==> config.mk <==
export PLATFORM = sky130hd
export DESIGN_NAME = lb_region_buffer
export DESIGN_NICKNAME = d
export VERILOG_FILES = /design/src/rtl/lb_pkg.sv /design/src/rtl/lb_ts_counter.sv /design/src/rtl/lb_slot.sv /design/src/rtl/lb_slot_array.sv /design/src/rtl/lb_readout.sv /design/src/rtl/lb_region_buffer.sv
export SDC_FILE = /design/constraint.sdc
export NUM_CORES = 2
export LEC_CHECK = 0
export ABC_AREA = 1
export BUFFER_PORTS_ARGS = -buffer_cell sky130_fd_sc_hd__buf_4
export CORE_ASPECT_RATIO = 0.7
export CORE_MARGIN = 3
export CORE_UTILIZATION = 60
export CTS_BUF_LIST = sky130_fd_sc_hd__clkbuf_8
export CTS_CLUSTER_SIZE = 14
export DETAILED_ROUTE_END_ITERATION = 16
export GPL_ROUTABILITY_DRIVEN = 0
export GPL_TIMING_DRIVEN = 0
export PLACE_DENSITY_LB_ADDON = 0.08
export RECOVER_POWER = 100
export SYNTH_ARGS = -nofsm -noshare
export SYNTH_HDL_FRONTEND = slang
export SYNTH_HIERARCHICAL = 1
export SYNTH_SLANG_ARGS = --single-unit
==> constraint.sdc <==
create_clock -name clk -period 5.2 [get_ports clk]
set_input_delay 0.52 -clock clk [delete_from_list [all_inputs] [get_ports clk]]
set_output_delay 0.52 -clock clk [all_outputs]
set_load 0.1 [all_outputs]
==> src/rtl/lb_pkg.sv <==
// Package lb_pkg
// Shared definitions for the pixel region latency buffer.
// Assumes: consumers size their own vectors from module parameters.
package lb_pkg;

    // Life cycle of one buffer slot
    typedef enum logic [1:0] {
        SLOT_FREE = 2'd0,
        SLOT_HELD = 2'd1,
        SLOT_PEND = 2'd2
    } slot_state_e;

endpackage

==> src/rtl/lb_ts_counter.sv <==
// Module lb_ts_counter
// Free-running bunch-crossing timestamp, wraps modulo 2**TS_W.
// Assumes: one increment per clock, cleared by synchronous reset.
module lb_ts_counter #(
    parameter int TS_W = 9
) (
    input  logic            clk,
    input  logic            rst_n,
    output logic [TS_W-1:0] ts_o
);

    // Count crossings
    always_ff @(posedge clk) begin
        if (!rst_n) ts_o <= '0;
        else        ts_o <= ts_o + 1'b1;
    end

endmodule

==> src/rtl/lb_slot.sv <==
// Module lb_slot
// One entry of the shared buffer: state, timestamp, hit map, charges.
// Assumes: wr_sel only targets a free slot; take_sel only a pending one.
// An entry at exactly LATENCY age either becomes pending (trigger) or is freed.
module lb_slot
    import lb_pkg::*;
#(
    parameter int NPIX    = 16,
    parameter int TOT_W   = 5,
    parameter int TS_W    = 9,
    parameter int LATENCY = 500
) (
    input  logic                  clk,
    input  logic                  rst_n,
    input  logic [TS_W-1:0]       cur_ts,
    input  logic                  wr_sel,
    input  logic [NPIX-1:0]       wr_map,
    input  logic [NPIX*TOT_W-1:0] wr_tot,
    input  logic                  trig,
    input  logic                  take_sel,
    output logic                  free_o,
    output logic                  pend_o,
    output logic [TS_W-1:0]       ts_o,
    output logic [NPIX-1:0]       map_o,
    output logic [NPIX*TOT_W-1:0] tot_o
);

    localparam logic [TS_W-1:0] LAT_TS = TS_W'(LATENCY);

    slot_state_e     st_q;
    logic [TS_W-1:0] age;
    logic            at_lat;

    // Age of the held event relative to the current crossing
    always_comb begin
        age    = cur_ts - ts_o;
        at_lat = (st_q == SLOT_HELD) && (age == LAT_TS);
    end

    assign free_o = (st_q == SLOT_FREE);
    assign pend_o = (st_q == SLOT_PEND);

    // Slot state: write, match or expire at latency, release on take
    always_ff @(posedge clk) begin
        if (!rst_n) begin
            st_q <= SLOT_FREE;
        end else if (wr_sel) begin
            st_q <= SLOT_HELD;
        end else if (at_lat) begin
            st_q <= trig ? SLOT_PEND : SLOT_FREE;
        end else if (take_sel) begin
            st_q <= SLOT_FREE;
        end
    end

    // Payload capture on write
    always_ff @(posedge clk) begin
        if (!rst_n) begin
            ts_o  <= '0;
            map_o <= '0;
            tot_o <= '0;
        end else if (wr_sel) begin
            ts_o  <= cur_ts;
            map_o <= wr_map;
            tot_o <= wr_tot;
        end
    end

endmodule

==> src/rtl/lb_slot_array.sv <==
// Module lb_slot_array
// DEPTH slots with lowest-index allocation and lowest-index readout pick.
// Assumes: wr_en is dropped by the caller when full is high.
module lb_slot_array #(
    parameter int NPIX    = 16,
    parameter int TOT_W   = 5,
    parameter int TS_W    = 9,
    parameter int DEPTH   = 8,
    parameter int LATENCY = 500
) (
    input  logic                  clk,
    input  logic                  rst_n,
    input  logic [TS_W-1:0]       cur_ts,
    input  logic                  wr_en,
    input  logic [NPIX-1:0]       wr_map,
    input  logic [NPIX*TOT_W-1:0] wr_tot,
    input  logic                  trig,
    input  logic                  take,
    output logic                  full,
    output logic                  any_pend,
    output logic [TS_W-1:0]       pk_ts,
    output logic [NPIX-1:0]       pk_map,
    output logic [NPIX*TOT_W-1:0] pk_tot
);

    localparam int TOTW = NPIX * TOT_W;

    logic [DEPTH-1:0]           free_v;
    logic [DEPTH-1:0]           pend_v;
    logic [DEPTH-1:0]           free_oh;
    logic [DEPTH-1:0]           pend_oh;
    logic                       got_free;
    logic                       got_pend;
    logic [DEPTH-1:0][TS_W-1:0] ts_v;
    logic [DEPTH-1:0][NPIX-1:0] map_v;
    logic [DEPTH-1:0][TOTW-1:0] tot_v;

    // Slot instances
    for (genvar i = 0; i < DEPTH; i++) begin : g_slot
        lb_slot #(
            .NPIX    (NPIX),
            .TOT_W   (TOT_W),
            .TS_W    (TS_W),
            .LATENCY (LATENCY)
        ) u_slot (
            .clk      (clk),
            .rst_n    (rst_n),
            .cur_ts   (cur_ts),
            .wr_sel   (wr_en && free_oh[i]),
            .wr_map   (wr_map),
            .wr_tot   (wr_tot),
            .trig     (trig),
            .take_sel (take && pend_oh[i]),
            .free_o   (free_v[i]),
            .pend_o   (pend_v[i]),
            .ts_o     (ts_v[i]),
            .map_o    (map_v[i]),
            .tot_o    (tot_v[i])
        );
    end

    // Lowest free slot for writing, lowest pending slot for readout
    always_comb begin
        free_oh  = '0;
        pend_oh  = '0;
        got_free = 1'b0;
        got_pend = 1'b0;
        for (int i = 0; i < DEPTH; i++) begin
            if (free_v[i] && !got_free) begin
                free_oh[i] = 1'b1;
                got_free   = 1'b1;
            end
            if (pend_v[i] && !got_pend) begin
                pend_oh[i] = 1'b1;
                got_pend   = 1'b1;
            end
        end
    end

    // One-hot mux of the picked pending event
    always_comb begin
        pk_ts  = '0;
        pk_map = '0;
        pk_tot = '0;
        for (int i = 0; i < DEPTH; i++) begin
            if (pend_oh[i]) begin
                pk_ts  = pk_ts  | ts_v[i];
                pk_map = pk_map | map_v[i];
                pk_tot = pk_tot | tot_v[i];
            end
        end
    end

    assign full     = ~got_free;
    assign any_pend = got_pend;

endmodule

==> src/rtl/lb_readout.sv <==
// Module lb_readout
// Output register with valid/ready; loads a pending event when idle or accepted.
// Assumes: pk_* are valid whenever any_pend is high.
module lb_readout #(
    parameter int NPIX  = 16,
    parameter int TOT_W = 5,
    parameter int TS_W  = 9
) (
    input  logic                  clk,
    input  logic                  rst_n,
    input  logic                  any_pend,
    input  logic [TS_W-1:0]       pk_ts,
    input  logic [NPIX-1:0]       pk_map,
    input  logic [NPIX*TOT_W-1:0] pk_tot,
    input  logic                  rd_ready,
    output logic                  take,
    output logic                  rd_valid,
    output logic [TS_W-1:0]       rd_ts,
    output logic [NPIX-1:0]       rd_map,
    output logic [NPIX*TOT_W-1:0] rd_tot
);

    assign take = any_pend && (!rd_valid || rd_ready);

    // Output stage: refill on take, empty on accepted handshake
    always_ff @(posedge clk) begin
        if (!rst_n) begin
            rd_valid <= 1'b0;
            rd_ts    <= '0;
            rd_map   <= '0;
            rd_tot   <= '0;
        end else if (take) begin
            rd_valid <= 1'b1;
            rd_ts    <= pk_ts;
            rd_map   <= pk_map;
            rd_tot   <= pk_tot;
        end else if (rd_ready) begin
            rd_valid <= 1'b0;
        end
    end

endmodule

==> src/rtl/lb_region_buffer.sv <==
// Module lb_region_buffer
// Region-level latency buffer: timestamps hit events of NPIX pixels, keeps
// them in DEPTH shared slots, returns the one matching a trigger LATENCY
// crossings later, drops unmatched events and counts lost hits.
// Assumes: LATENCY < 2**TS_W; one trigger refers to one crossing.
module lb_region_buffer #(
    parameter int NPIX    = 16,
    parameter int TOT_W   = 5,
    parameter int TS_W    = 9,
    parameter int DEPTH   = 8,
    parameter int LATENCY = 500,
    parameter int OVF_W   = 8
) (
    input  logic                  clk,
    input  logic                  rst_n,
    input  logic [NPIX-1:0]       hit_i,
    input  logic [NPIX*TOT_W-1:0] tot_i,
    input  logic                  trig_i,
    input  logic                  rd_ready_i,
    output logic                  rd_valid_o,
    output logic [TS_W-1:0]       rd_ts_o,
    output logic [NPIX-1:0]       rd_map_o,
    output logic [NPIX*TOT_W-1:0] rd_tot_o,
    output logic [OVF_W-1:0]      ovf_cnt_o,
    output logic [TS_W-1:0]       bx_ts_o
);

    logic                  any_hit;
    logic                  slot_full;
    logic                  slot_any_pend;
    logic                  take;
    logic [NPIX*TOT_W-1:0] tot_masked;
    logic [TS_W-1:0]       pk_ts;
    logic [NPIX-1:0]       pk_map;
    logic [NPIX*TOT_W-1:0] pk_tot;

    assign any_hit = |hit_i;

    // Zero the charge of pixels that did not fire
    for (genvar p = 0; p < NPIX; p++) begin : g_mask
        assign tot_masked[p*TOT_W +: TOT_W] =
            hit_i[p] ? tot_i[p*TOT_W +: TOT_W] : '0;
    end

    lb_ts_counter #(.TS_W(TS_W)) u_ts (
        .clk   (clk),
        .rst_n (rst_n),
        .ts_o  (bx_ts_o)
    );

    lb_slot_array #(
        .NPIX    (NPIX),
        .TOT_W   (TOT_W),
        .TS_W    (TS_W),
        .DEPTH   (DEPTH),
        .LATENCY (LATENCY)
    ) u_slots (
        .clk      (clk),
        .rst_n    (rst_n),
        .cur_ts   (bx_ts_o),
        .wr_en    (any_hit && !slot_full),
        .wr_map   (hit_i),
        .wr_tot   (tot_masked),
        .trig     (trig_i),
        .take     (take),
        .full     (slot_full),
        .any_pend (slot_any_pend),
        .pk_ts    (pk_ts),
        .pk_map   (pk_map),
        .pk_tot   (pk_tot)
    );

    lb_readout #(
        .NPIX  (NPIX),
        .TOT_W (TOT_W),
        .TS_W  (TS_W)
    ) u_rd (
        .clk      (clk),
        .rst_n    (rst_n),
        .any_pend (slot_any_pend),
        .pk_ts    (pk_ts),
        .pk_map   (pk_map),
        .pk_tot   (pk_tot),
        .rd_ready (rd_ready_i),
        .take     (take),
        .rd_valid (rd_valid_o),
        .rd_ts    (rd_ts_o),
        .rd_map   (rd_map_o),
        .rd_tot   (rd_tot_o)
    );

    // Saturating count of hit events refused by a full buffer
    always_ff @(posedge clk) begin
        if (!rst_n)                                     ovf_cnt_o <= '0;
        else if (any_hit && slot_full && ovf_cnt_o != '1) ovf_cnt_o <= ovf_cnt_o + 1'b1;
    end

endmodule

==> flow_summary.toml <==
[run_status]
status = "finished, violations left"
violations = "max-capacitance violations, negative setup slack"

[floorplan]
die_area_um2 = 82240
die_w_um = 341.5
ioPinCount = 223
rows = 85
start_util_pct = 61.05
coreArea_um2 = 77420
die-height_um = 240.8

[min_path]
min_path_cells = 3
hold_path.class = "primary input to flop"
hp-start = "rst_n"
worst_hold_path.endpoint = "u_slots/g_slot[1].u_slot/tot_o[23]$_SDFFE_PN0P_"

[cells_and_area]
area.growth.synth_to_final_pct = 11.34
layout.nets = 7794
final_cells = 8785
drive_above_1_share_pct = 6.577
post-route-util_pct = 67.98

[timing]
setup_violations = 3
maxSlewViolCount = 0
fin_crit_sh_pct = 100.3
relSlewSlack_pct = 0.2246
fin_crit_ns = 5.215
fin_ws_ns = -0.01502
worst_pin_slew_ns = 1.497
finalClockSkew_ns = 0.05250
fmax_mhz = 191.8
hold_viol = 0
rsz0062_at_grt = "false"

[yosys]
yosys.area_share.xor_xnor_pct = 0.2012
synth_top_area_share_pct = 41.46
ys_seq_area_share_pct = 41.46
ys_ff_latch = 979
synth-edff-count = 0
synth_area_leaders = "dfxtp_1 41%, nor2_1 16%, o21ai_0 8.0%, nand2_1 7.6%, nand3_1 6.5%"
synth_most_common_cell = "nor2_1"
yosys.area_share.simple_pct = 35.01
synthMuxAreaShare_pct = 0
yosys_warnings = 6
synthArstFlopShare_pct = 0
synth_cells = 7254
synth_top_family_by_area = "simple AND/OR/NAND/NOR gates"
ys.flop_type = "dfxtp_1"
yosysUniqueCellTypes = 36
synthTopCellsByCount = "2067 x nor2_1, 979 x dfxtp_1, 952 x nand2_1"
synthAdderAreaFrac_pct = 1.747
yosysTopAreaCell = "dfxtp_1"
syn-num-nets = 7420
synth_compound_area_share_pct = 11.58
avgSynthCellArea_um2 = 6.516
syn_area_um2 = 47270

[routing]
drtAntennaViolNets = 0
wl_per_cell_um = 18.78
drt_first_pass_iters = 14
drcViolationCount = 0
viasPerCell = 5.695
routed_wl_um = 165000
drt_iter0_drc = 7442
dr_total_vias = 50030

[setup_path]
crit_path_start = "u_slots/g_slot[0].u_slot/st_q[1]$_SDFFE_PP0P_"
crit_buf_inv = 7
crit_path_frequent_cell = "buf_2"
reg2reg_to = "u_slots/g_slot[6].u_slot/st_q[1]$_SDFFE_PP0P_"
cp_top_family = "buffers and inverters"
reg2reg_setup_slack_ns = -0.02
crit_path_max_incr_delay_ns = 0.57
r2r-start = "u_slots/g_slot[0].u_slot/st_q[1]$_SDFFE_PP0P_"
critical_path.slowest_cell = "buf_2"
start_kind = "flop"
end_kind = "flop"
path_cells = "inv_1 -> nor2_1 -> buf_2 -> nor2_4 -> nand4_1 -> buf_2 -> nor2_4 -> buf_2 -> nand3b_1 -> buf_2 -> inv_1 -> a21oi_1 -> inv_1 -> nor4_1 -> or2_2 -> a21oi_1"
reg2regPathDepth = 16
worstSetupPathType = "flop to flop"
worstPathMaxFanout = 10
cp_data_required_time_ns = 5.88
critPathArrivalTime_ns = 5.90

[clocking]
cts-root-buf = "clkbuf_8"
cts_buffers = 150
cts_tree = "built"
htree_levels = 4
cts_setup_buffers = 0
numClockSinks = 979
clockBufferDepth = 3
clk_latency_ns = 0.83
path_clk_slew_ns = 0.06

[grt]
grt_max_degree = 59
grt_pass1_vias = 43210
grt_first_pass_wirelength_um = 246500
grt_util_all_layers_pct = 38.45
antenna_found_initial = 7
overflow = 0

[pwr]
leakagePower_nw = 24.34
power_density_nw_per_um2 = 297.9
vdd_ir_drop_max_mv = 0.2065

[placed_design]
place_inst = 8519
place_hpwl_um = 119100
port_buffers = 221

[job]
cap_violations = 2
-- worst max-delay path by stage --
| stage | slack, ns | depth (start not counted) | endpoint |
|---|---|---|---|
| after floorplan | 2.63 | 10 | u_slots/g_slot[6].u_slot/st_q[0]$_SDFFE_PN0P_ |
| after global placement | 0.36 | 16 | u_slots/g_slot[6].u_slot/st_q[1]$_SDFFE_PP0P_ |
| after detailed placement | 0.34 | 16 | u_slots/g_slot[6].u_slot/st_q[1]$_SDFFE_PP0P_ |
| after CTS | 0.29 | 16 | u_slots/g_slot[6].u_slot/st_q[1]$_SDFFE_PP0P_ |
| after global routing | 0.01 | 16 | u_slots/g_slot[6].u_slot/st_q[1]$_SDFFE_PP0P_ |
| final | -0.02 | 16 | u_slots/g_slot[6].u_slot/st_q[1]$_SDFFE_PP0P_ |
-- layout make-up --
type | instances | area (um^2)
fill | 7167 | 24790
multi-input combinational | 5123 | 22930
sequential | 979 | 19600
clock buffer | 189 | 2601
inverter | 671 | 2519
buffer | 481 | 2076
tap | 1044 | 1306
timing repair buffer | 222 | 1207
clock inverter | 74 | 385.4
antenna | 2 | 5.005
-- layer usage --
metal | GRT usage (%) | vias to the layer above | wire (um)
met3 | 11.60 | 342 | 23140
met5 | 0 | - | 11
met1 | 55.62 | 23050 | 70310
li1 | - | 23800 | -
met4 | 15.22 | 2 | 6174
met2 | 53.31 | 2832 | 65320
-- cell usage in the layout (no fill, tap or decap), types with 4 or more instances in the layout --
cell type      n
nor2_1      2067
dfxtp_1      979
nand2_1      952
o21ai_0      776
inv_1        714
nand3_1      618
clkbuf_1     482
a21oi_1      229
clkbuf_8     189
nand4_1      129
nor3_1       109
buf_4        106
ha_1          66
buf_2         65
o21ai_1       59
nor2_2        27
nand3_2       19
buf_1         17
clkbuf_2      15
clkinv_2      14
buf_6         13
nand2_2       10
xnor2_1        9
a31oi_1        8
or2_4          8
o21a_1         8
or2_2          8
nand3_4        7
clkinvlp_4     6
inv_2          6
nor4_1         4
-- cells by family (layout without fill, tap and decap cells) --
| kind of cell | after synthesis | after routing |
|---|---|---|
| AND/OR/NAND/NOR | 3964 | 3964 |
| buffers and inverters | 1152 | 1637 |
| AO/OA/AOI/OAI | 1083 | 1083 |
| flip-flops | 979 | 979 |
| adder cells (fa/ha/maj) | 66 | 66 |
| XOR/XNOR | 10 | 10 |
| other | 0 | 2 |
-- per-stage QoR --
stage / hold WS, ns / setup TNS, ns / power, mW / instance area [um^2] / setup slack (ns)
after CTS: 0.03713 / 0 / 15.66 / 53230 / 0.2945
after floorplan: 0.4374 / 0 / 8.851 / 47270 / 2.627
final: 0.1042 / -0.02884 / 15.68 / 52630 / -0.01502
after global routing: 0.09682 / 0 / 16.20 / 52630 / 0.01107
after global placement: 0.4461 / 0 / 9.273 / 50240 / 0.3592
after detailed placement: 0.4500 / 0 / 9.319 / 50240 / 0.3439
-- repair_timing --
action | CTS | global route
hold buffers | 1 | 0
gates resized for setup | 0 | 0
hold endpoints to repair | 15 | 0
-- state kept, by name, indices dropped and copies added, names as in the netlist --
signal	count
u_slots/g_slot.u_slot/tot_o	640
u_slots/g_slot.u_slot/map_o	128
u_rd/rd_tot	80
u_slots/g_slot.u_slot/ts_o	72
u_rd/rd_map	16
u_slots/g_slot.u_slot/st_q	16
u_rd/rd_ts	9
u_ts/ts_o	9
ovf_cnt_o	8
u_rd/rd_valid	1
-- worst min-delay path: cells and delay by family --
family          cells  cell delay (ns)
simple gates        1             0.05
buf+inv             1             0.17
compound gates      1             0.11
-- power by group --
part | switching (mW) | internal [mW]
logic | 0.974 | 0.399
clock network | 3.11 | 3.36
registers | 0.125 | 7.71
total | 4.21 | 11.5
No activity file was read; power rests on OpenSTA's default activity.
